`config.mk`:
```
export PLATFORM = sky130hd
export DESIGN_NAME = csma_access_ctrl
export DESIGN_NICKNAME = d
export VERILOG_FILES = /design/src/rtl/csma_pkg.sv /design/src/rtl/csma_lfsr.sv /design/src/rtl/csma_cw.sv /design/src/rtl/csma_backoff.sv /design/src/rtl/csma_access_ctrl.sv
export SDC_FILE = /design/constraint.sdc
export NUM_CORES = 1
export LEC_CHECK = 0
export BUFFER_PORTS_ARGS = -buffer_cell sky130_fd_sc_hd__buf_4
export CORE_MARGIN = 3
export CORE_UTILIZATION = 55
export DETAILED_ROUTE_END_ITERATION = 16
export GPL_TIMING_DRIVEN = 0
export HOLD_SLACK_MARGIN = 0.02
export PLACE_DENSITY_LB_ADDON = 0.25
export RECOVER_POWER = 50
export SYNTH_ARGS = -nofsm -noshare
export SYNTH_HDL_FRONTEND = slang
export SYNTH_HIERARCHICAL = 1
export SYNTH_SLANG_ARGS = --single-unit
```
`constraint.sdc`:
```
create_clock -name clk -period 4.1 [get_ports clk]
set_clock_uncertainty 0.2 [all_clocks]
set_input_delay 0.205 -clock clk [delete_from_list [all_inputs] [get_ports clk]]
set_output_delay 0.205 -clock clk [all_outputs]
set_load 0.005 [all_outputs]
```
`src/rtl/csma_pkg.sv`:
```
package csma_pkg;

  localparam int RAND_W = 16;

  typedef enum logic [2:0] {
    ST_IDLE     = 3'd0,
    ST_GAP      = 3'd1,
    ST_DEFER    = 3'd2,
    ST_BACKOFF  = 3'd3,
    ST_WAIT_CTS = 3'd4,
    ST_WAIT_ACK = 3'd5
  } acc_state_t;

  function automatic int max3(input int a, input int b, input int c);
    int m;
    m = (a > b) ? a : b;
    return (m > c) ? m : c;
  endfunction

endpackage

```
`src/rtl/csma_lfsr.sv`:
```
module csma_lfsr #(
  parameter int              OUT_W = 10,
  parameter logic [15:0]     SEED  = 16'hACE1
) (
  input  logic             clk,
  input  logic             rst_n,
  input  logic             step,
  output logic [OUT_W-1:0] value
);
  import csma_pkg::*;

  logic [RAND_W-1:0] q;
  logic              fb;

  // taps for x^16 + x^14 + x^13 + x^11 + 1
  assign fb = q[15] ^ q[13] ^ q[12] ^ q[10];

  always_ff @(posedge clk) begin
    if (!rst_n) begin
      q <= SEED;
    end else if (step) begin
      q <= {q[RAND_W-2:0], fb};
    end
  end

  assign value = q[OUT_W-1:0];

endmodule

```
`src/rtl/csma_cw.sv`:
```
module csma_cw #(
  parameter int CW_W   = 10,
  parameter int CW_MIN = 15,
  parameter int CW_MAX = 1023
) (
  input  logic            clk,
  input  logic            rst_n,
  input  logic            grow,
  input  logic            shrink,
  output logic [CW_W-1:0] cw
);
  localparam logic [CW_W-1:0] MIN_V = CW_W'(CW_MIN);
  localparam logic [CW_W:0]   MAX_W = (CW_W+1)'(CW_MAX);
  localparam logic [CW_W-1:0] MAX_V = CW_W'(CW_MAX);

  logic [CW_W:0] doubled;

  assign doubled = {cw, 1'b1};

  always_ff @(posedge clk) begin
    if (!rst_n) begin
      cw <= MIN_V;
    end else if (shrink) begin
      cw <= MIN_V;
    end else if (grow) begin
      cw <= (doubled > MAX_W) ? MAX_V : doubled[CW_W-1:0];
    end
  end

endmodule

```
`src/rtl/csma_backoff.sv`:
```
module csma_backoff #(
  parameter int CNT_W    = 10,
  parameter int SLOT_CYC = 9
) (
  input  logic             clk,
  input  logic             rst_n,
  input  logic             load,
  input  logic [CNT_W-1:0] load_val,
  input  logic             run,
  output logic             zero,
  output logic [CNT_W-1:0] count
);
  localparam int              SLOT_W    = (SLOT_CYC > 1) ? $clog2(SLOT_CYC) : 1;
  localparam logic [SLOT_W-1:0] SLOT_LAST = SLOT_W'(SLOT_CYC - 1);

  logic [SLOT_W-1:0] phase;

  always_ff @(posedge clk) begin
    if (!rst_n) begin
      count <= '0;
      phase <= '0;
    end else if (load) begin
      count <= load_val;
      phase <= '0;
    end else if (run) begin
      if (phase == SLOT_LAST) begin
        phase <= '0;
        if (count != '0) count <= count - 1'b1;
      end else begin
        phase <= phase + 1'b1;
      end
    end
  end

  assign zero = (count == '0);

endmodule

```
`src/rtl/csma_access_ctrl.sv`:
```
module csma_access_ctrl #(
  parameter int          IFS_CYC     = 34,
  parameter int          SLOT_CYC    = 9,
  parameter int          CTS_TO      = 44,
  parameter int          ACK_TO      = 44,
  parameter int          CW_MIN      = 15,
  parameter int          CW_MAX      = 1023,
  parameter int          RETRY_LIMIT = 6,
  parameter logic [15:0] LFSR_SEED   = 16'hACE1
) (
  input  logic clk,
  input  logic rst_n,
  input  logic tx_req,
  output logic tx_ready,
  input  logic carrier_busy,
  input  logic cts_seen,
  input  logic ack_seen,
  output logic rts_start,
  output logic data_start,
  output logic done,
  output logic done_ok
);
  import csma_pkg::*;

  localparam int CW_W  = $clog2(CW_MAX + 1);
  localparam int TMR_W = $clog2(max3(IFS_CYC, CTS_TO, ACK_TO) + 1);
  localparam int RTY_W = $clog2(RETRY_LIMIT + 2);

  localparam logic [TMR_W-1:0] GAP_LAST = TMR_W'(IFS_CYC - 1);
  localparam logic [TMR_W-1:0] CTS_LAST = TMR_W'(CTS_TO - 1);
  localparam logic [TMR_W-1:0] ACK_LAST = TMR_W'(ACK_TO - 1);
  localparam logic [RTY_W-1:0] RTY_LAST = RTY_W'(RETRY_LIMIT);

  acc_state_t       st, st_nx;
  logic [TMR_W-1:0] tmr, tmr_nx;
  logic [RTY_W-1:0] retry, retry_nx;
  logic             rts_nx, data_nx, done_nx, ok_nx;
  logic             bo_load, bo_run, bo_zero, attempt_fail;
  logic             cw_grow, cw_shrink;
  logic [CW_W-1:0]  cw, rand_bits, draw;
  logic [CW_W-1:0]  bo_count;

  csma_lfsr #(.OUT_W(CW_W), .SEED(LFSR_SEED)) u_rand (
    .clk   (clk),
    .rst_n (rst_n),
    .step  (bo_load),
    .value (rand_bits)
  );

  csma_cw #(.CW_W(CW_W), .CW_MIN(CW_MIN), .CW_MAX(CW_MAX)) u_window (
    .clk    (clk),
    .rst_n  (rst_n),
    .grow   (cw_grow),
    .shrink (cw_shrink),
    .cw     (cw)
  );

  assign draw   = rand_bits & cw;
  assign bo_run = (st == ST_BACKOFF) && !carrier_busy;

  csma_backoff #(.CNT_W(CW_W), .SLOT_CYC(SLOT_CYC)) u_backoff (
    .clk      (clk),
    .rst_n    (rst_n),
    .load     (bo_load),
    .load_val (draw),
    .run      (bo_run),
    .zero     (bo_zero),
    .count    (bo_count)
  );

  always_comb begin
    st_nx        = st;
    tmr_nx       = tmr;
    retry_nx     = retry;
    rts_nx       = 1'b0;
    data_nx      = 1'b0;
    done_nx      = 1'b0;
    ok_nx        = 1'b0;
    bo_load      = 1'b0;
    cw_grow      = 1'b0;
    cw_shrink    = 1'b0;
    attempt_fail = 1'b0;
    case (st)
      ST_IDLE: begin
        if (tx_req) begin
          st_nx    = ST_GAP;
          tmr_nx   = '0;
          retry_nx = '0;
        end
      end
      ST_GAP: begin
        if (carrier_busy) begin
          st_nx = ST_DEFER;
        end else if (tmr == GAP_LAST) begin
          st_nx   = ST_BACKOFF;
          bo_load = 1'b1;
        end else begin
          tmr_nx = tmr + 1'b1;
        end
      end
      ST_DEFER: begin
        if (!carrier_busy) begin
          st_nx  = ST_GAP;
          tmr_nx = '0;
        end
      end
      ST_BACKOFF: begin
        if (!carrier_busy && bo_zero) begin
          st_nx  = ST_WAIT_CTS;
          tmr_nx = '0;
          rts_nx = 1'b1;
        end
      end
      ST_WAIT_CTS: begin
        if (cts_seen) begin
          st_nx   = ST_WAIT_ACK;
          tmr_nx  = '0;
          data_nx = 1'b1;
        end else if (tmr == CTS_LAST) begin
          attempt_fail = 1'b1;
        end else begin
          tmr_nx = tmr + 1'b1;
        end
      end
      ST_WAIT_ACK: begin
        if (ack_seen) begin
          st_nx     = ST_IDLE;
          done_nx   = 1'b1;
          ok_nx     = 1'b1;
          cw_shrink = 1'b1;
        end else if (tmr == ACK_LAST) begin
          attempt_fail = 1'b1;
        end else begin
          tmr_nx = tmr + 1'b1;
        end
      end
      default: st_nx = ST_IDLE;
    endcase

    if (attempt_fail) begin
      if (retry == RTY_LAST) begin
        st_nx     = ST_IDLE;
        done_nx   = 1'b1;
        cw_shrink = 1'b1;
      end else begin
        st_nx    = ST_GAP;
        tmr_nx   = '0;
        retry_nx = retry + 1'b1;
        cw_grow  = 1'b1;
      end
    end
  end

  always_ff @(posedge clk) begin
    if (!rst_n) begin
      st         <= ST_IDLE;
      tmr        <= '0;
      retry      <= '0;
      rts_start  <= 1'b0;
      data_start <= 1'b0;
      done       <= 1'b0;
      done_ok    <= 1'b0;
    end else begin
      st         <= st_nx;
      tmr        <= tmr_nx;
      retry      <= retry_nx;
      rts_start  <= rts_nx;
      data_start <= data_nx;
      done       <= done_nx;
      done_ok    <= ok_nx;
    end
  end

  assign tx_ready = (st == ST_IDLE);

endmodule

```
==> After elaboration in Yosys (flattened, before gate mapping) <==
Cells that the tools add are included.
{ "classes": {"addsub": 4, "n_mul": 0, "n_div": 0, "n_lt_le_gt_ge": 1, "eq_ne": 15, "n_shift": 0, "muxes": 46, "bitwise": 5, "reduce_logical": 15} }
{ "ops": {"columns": ["cell", "n"], "rows": [
  ["6-bit two-way mux", 10],
  ["10-bit two-way mux", 5],
  ["3-bit two-way mux", 12],
  ["6-bit case mux with 6 select lines", 1],
  ["3-bit case mux with 6 select lines", 1],
  ["1-bit two-way mux", 15],
  ["6-bit == test, second input constant", 2],
  ["11-bit by 10-bit greater-than comparator with 1-bit output, second input constant", 1],
  ["10-bit AND", 1],
  ["10-bit logical NOT", 1],
  ["10-bit nonzero test", 1],
  ["10-bit by 1-bit subtractor with 10-bit output, second input constant", 1],
  ["3-bit == test, second input constant", 3],
  ["3-bit != test, second input constant", 3],
  ["6-bit by 1-bit adder with 6-bit output, second input constant", 1],
  ["3-bit by 2-bit == test with 1-bit output, second input constant", 2],
  ["3-bit by 2-bit != test with 1-bit output, second input constant", 2],
  ["6-bit AND reduction", 1],
  ["2-bit nonzero test", 3],
  ["4-bit by 1-bit adder with 4-bit output, second input constant", 1],
  ["4-bit == test, second input constant", 1],
  ["4-bit two-way mux", 1],
  ["4-bit != test, second input constant", 1],
  ["2-bit AND reduction", 2],
  ["other kinds (10)", 14]
]} }
{ "word_totals": {"register_bits": 56, "latchBits": 0, "ramBits": 0, "rom_bits": 0, "input_bits": 6, "out_inout_bits": 5, "n_memories": 0} }

==> Logic depth before layout (Yosys ltp) <==
{ "depth": {"depth_word": 6, "ltp_mapped": 10, "mapped_depth_nobuf": 10} }

==> Modules after synthesis <==
The synthesis kept the hierarchy.
{ "by_module_without_submodules": {"columns": ["module", "n_inst", "cells_each", "area_per_inst_um2", "seq_area_each_um2"], "rows": [
  ["csma_access_ctrl", 1, 152, 1139.8, 320.3],
  ["csma_backoff", 1, 93, 809.5, 280.3],
  ["csma_lfsr", 1, 64, 705.7, 320.3],
  ["csma_cw", 1, 29, 282.8, 120.1]
]} }

==> Worst setup path after synthesis <==
Ideal clock, no wire load.
{ "synth_path": {"path_kind": "flip-flop to flip-flop", "from": "register st[0]", "to": "register u_backoff.count[1]", "arrival_time_ps": 2289, "setup_slack_ps": 1497, "path_stages_with_launch": 8, "path_buffers": 1, "path_cell_list": "dfxtp_1 clkbuf_1 nand2_1 nor3_1 nand4b_4 a31oi_1 nor3_1 a2111oi_0"} }
{ "synth_between": {"elab_chain_cells": 4} }
{ "synth_rtl": {"columns": ["item", "line_no", "source"], "rows": [
  ["start: declaration", "csma_access_ctrl.sv:34", "acc_state_t st, st_nx;"],
  ["start signal: assignment", "csma_access_ctrl.sv:164", "st <= st_nx;"],
  ["3-bit by 2-bit == test with 1-bit output", "csma_access_ctrl.sv:59", "assign bo_run = (st == ST_BACKOFF) && !carrier_busy;"],
  ["1-bit logical AND", "csma_access_ctrl.sv:59", null],
  ["via bo_run", "csma_access_ctrl.sv:38", "logic bo_load, bo_run, bo_zero, attempt_fail;"],
  ["2-bit nonzero test (no line)", null, null],
  ["3-bit AND reduction (no line)", null, null],
  ["end signal: assignment", "csma_backoff.sv:23", "count <= load_val;"],
  ["end signal: assignment", "csma_backoff.sv:28", "if (count != '0) count <= count - 1'b1;"],
  ["end: declaration", "csma_backoff.sv:11", "output logic [CNT_W-1:0] count"]
]} }
The timed path passes the listed nets, and every way through them passes these cells.
A chain may end at the register's enable or synchronous reset.

==> Final worst setup path <==
Same ends and word-level chain as after synthesis.

==> flow_summary.yaml <==
setup_path:
  required_ns: 4.09
  crit_type: "register to register"
  cp_slowest_cell: "nor3_1"
  end_kind: "register"
  r2r_setup_slack_ns: 0.96
  endpoint: "u_backoff/count[1]"
  cpMostUsedCell: "nor3_1"
  r2r-end: "u_backoff/count[1]"
  r2r_cells: 7
  slowest_delay_ns: 0.71
  path_cells: "clkbuf_1 > nand2_1 > nor3_1 > nand4b_4 > a31oi_1 > nor3_1 > a2111oi_0"
  cp.arrival_ns: 3.13
  startpoint: "st[0]"
  critPathMaxFanout: 10
  start_kind: "register"
  rr_startpoint: "st[0]"
finish:
  post-route-util_pct: 64.1
  diodes: 0
  instances_no_fill: 427
  nFillCells: 443
  drive_gt1_share_pct: 13.1
  regArea_mm2: 0.00104
  area_growth_pct: 7.75
  nNetsFinal: 372
  multi_input_area_mm2: 0.00164
cts:
  ctsHtreeMaxLevel: 2
  clkTransAtPathRegs_ns: 0.10
  cts-root-buf: "clkbuf_8"
  numCtsBuffers: 5
  clk_latency_ns: 0.30
  cts_setup_buffers: 0
  clockBufferDepth: 2
  cts_tree: "built"
  cts-resized-gates: 0
  clkSinkCount: 52
  postCtsHoldBufs: 1
synth:
  ys_seq_area_share_pct: 35.4
  async_flop_share_pct: 0
  netlist_area_mm2: 0.00294
  synth_edf_count: 0
  synth.avg_cell_area_um2: 8.69
  ys_seq_elements: 52
  yosysWarnings: 6
  ys.flop_type: "dfxtp_1"
  yosys-top-cells-count: "52 x dfxtp_1, 24 x nor2_1, 23 x nand2_1"
  yosysTopAreaCell: "dfxtp_1"
  synthCells: 338
  ys_types: 55
  ys_top_cells_by_area: "dfxtp_1 35%, mux2i_1 5.5%, buf_4 3.8%"
  netlist.area_leader.share_pct: 35.4
  yosysMostFrequentCell: "dfxtp_1"
die:
  die_area_mm2: 0.00625
  start_util_pct: 59.4
  dieWidth_um: 79.1
  core_mm2: 0.00494
  ios: 11
  fp.dieH_um: 79.1
  rows: 25
power_and_ir_drop:
  clockPowerShare_pct: 33.4
  p_leak_nw: 1.14
  swShare_pct: 24.5
  power_density_mw_per_mm2: 276
  p_seq_share_pct: 58.7
  pwr-share-comb_pct: 7.9
  vdd_drop_max_mv: 0.236
  p_switching_mw: 0.214
  internal-power_mw: 0.658
placed_design:
  post-place-ws_ns: 0.964
  dp_hpwl_um: 4240
  port_buffers: 10
  place_congestion: 0.864
  placed_cells: 418
worst_hold_path:
  min_path_type: "input port to register"
global_routing:
  grt_pass1_wl_um: 9720
  use_met2_pct: 29.0
  overflow: 0
  track_usage_pct: 19.1
  grt_busiest_layer: "met2"
  antenna_found_initial: 0
  met1_usage_pct: 27.6
  grt_max_degree: 19
  grtUsageMet3_pct: 3.85
  grt_pass1_vias: 2122
sta:
  slew_headroom_pct: 40.5
  min_period_over_period_pct: 76.6
  setup-tns-final_ns: 0
  rsz0062_at_grt: "false"
  period_minus_slack_ns: 3.14
  final.setup.worst_slack_ns: 0.961
  worstMarginPinSlew_ns: 0.885
  hold_viol_final: 0
  setup_violations: 0
  max_freq_mhz: 319
  slew_violations: 0
routing:
  vias_per_cell: 5.62
  avgRoutedWirePerCell_um: 13.5
  ant_nets: 0
  vias: 2400
  dr.pass1.iters: 4
  drc: 0
  wirelength_um: 5750
  first_iter_violations: 155
flow_run:
  max_cap_violations: 0
run_status:
  status: "completed"
==> power by group through the flow <==
stage | combinational, mW | clock, mW | sequential [mW]
2_1_floorplan | 0.0472 | 0 | 0.522
3_3_place_gp | 0.0677 | 0 | 0.523
3_5_place_dp | 0.0684 | 0 | 0.523
4_1_cts | 0.0693 | 0.299 | 0.512
5_1_grt | 0.0769 | 0.324 | 0.513
6_report | 0.0692 | 0.291 | 0.512
==> per-stage QoR <==
stage                     power [mW]  hold WS, ns  area (um2)
after floorplan                0.570        0.122        2950
after CTS                      0.880       0.0483        3210
after global routing           0.913       0.0339        3170
after detailed placement       0.592        0.273        3110
after global placement         0.591        0.256        3110
final                          0.872       0.0436        3170
==> cells in the final DEF, fill, tap and decap left out, types with 3 or more instances in the layout <==
| cell | instances |
|---|---|
| a211oi_1 | 6 |
| a21oi_1 | 12 |
| a311oi_1 | 4 |
| a31oi_1 | 8 |
| and2_1 | 12 |
| and3_1 | 7 |
| and4_1 | 3 |
| buf_4 | 20 |
| clkbuf_1 | 11 |
| clkbuf_4 | 4 |
| clkbuf_8 | 5 |
| conb_1 | 4 |
| dfxtp_1 | 52 |
| ha_1 | 7 |
| inv_1 | 14 |
| mux2i_1 | 16 |
| nand2_1 | 23 |
| nand2b_1 | 10 |
| nand3_1 | 11 |
| nand3b_1 | 4 |
| nand4_1 | 3 |
| nand4b_1 | 3 |
| nor2_1 | 24 |
| nor2_2 | 3 |
| nor2b_1 | 13 |
| nor3_1 | 16 |
| nor3b_1 | 3 |
| nor4b_1 | 5 |
| o21a_1 | 3 |
| o21ai_0 | 14 |
| or3_1 | 3 |
| xnor2_1 | 6 |
==> worst max-delay path: cells and delay by family, from the launching register on <==
kind                   cells  cell delay [ns]
and+or+nand+nor            4             1.19
AOI/OAI and AO/OA          2             0.82
DFF                        1             0.46
buffers and inverters      1             0.36
==> flip-flops by register name (all words and copies together) (netlist names) <==
| signal | count |
|---|---|
| tmr | 6 |
| done | 1 |
| retry | 3 |
| u_backoff/phase | 4 |
| u_backoff/count | 10 |
| st | 3 |
| done_ok | 1 |
| u_rand/q | 16 |
| data_start | 1 |
| u_window/cw | 6 |
| rts_start | 1 |
==> per-layer routing <==
layer | routed length, um | up-vias
li1 | - | 1224
met2 | 2570 | 66
met3 | 343 | 6
met1 | 2770 | 1104
met5 | 0 | -
met4 | 59 | 0
==> area by class of cell <==
class	instances	share of cell area, %
clock inverter	2	0.514
buffer	27	5.65
clock buffer	6	2.29
multi-input combinational	248	51.7
inverter	14	1.66
tap	67	2.65
timing repair buffer	11	2.69
sequential	52	32.9
==> cells by family (layout without fill, tap and decap cells) <==
logic type | after synthesis | count (layout) | synth area share (%)
adder cells (fa/ha/maj) | 7 | 7 | 2.98
AO/OA/AOI/OAI | 60 | 60 | 14.2
buffers and inverters | 41 | 60 | 8.52
AND/OR/NAND/NOR | 151 | 151 | 29.9
other | 1 | 4 | 0.128
multiplexers | 17 | 17 | 5.83
XOR/XNOR | 9 | 9 | 2.94
flip-flops | 52 | 52 | 35.4
==> worst min-delay path by stage <==
stage / from / to / slack, ns / depth (start not counted)
final: rst_n / retry[1] / 0.04 / 2
after global routing: rst_n / retry[1] / 0.03 / 2
after CTS: rst_n / retry[1] / 0.05 / 2
after detailed placement: u_rand/q[14] / u_rand/q[15] / 0.27 / 2
after global placement: u_rand/q[11] / u_rand/q[11] / 0.26 / 2
after floorplan: rst_n / retry[1] / 0.12 / 1
No activity file was read; power rests on OpenSTA's default activity.
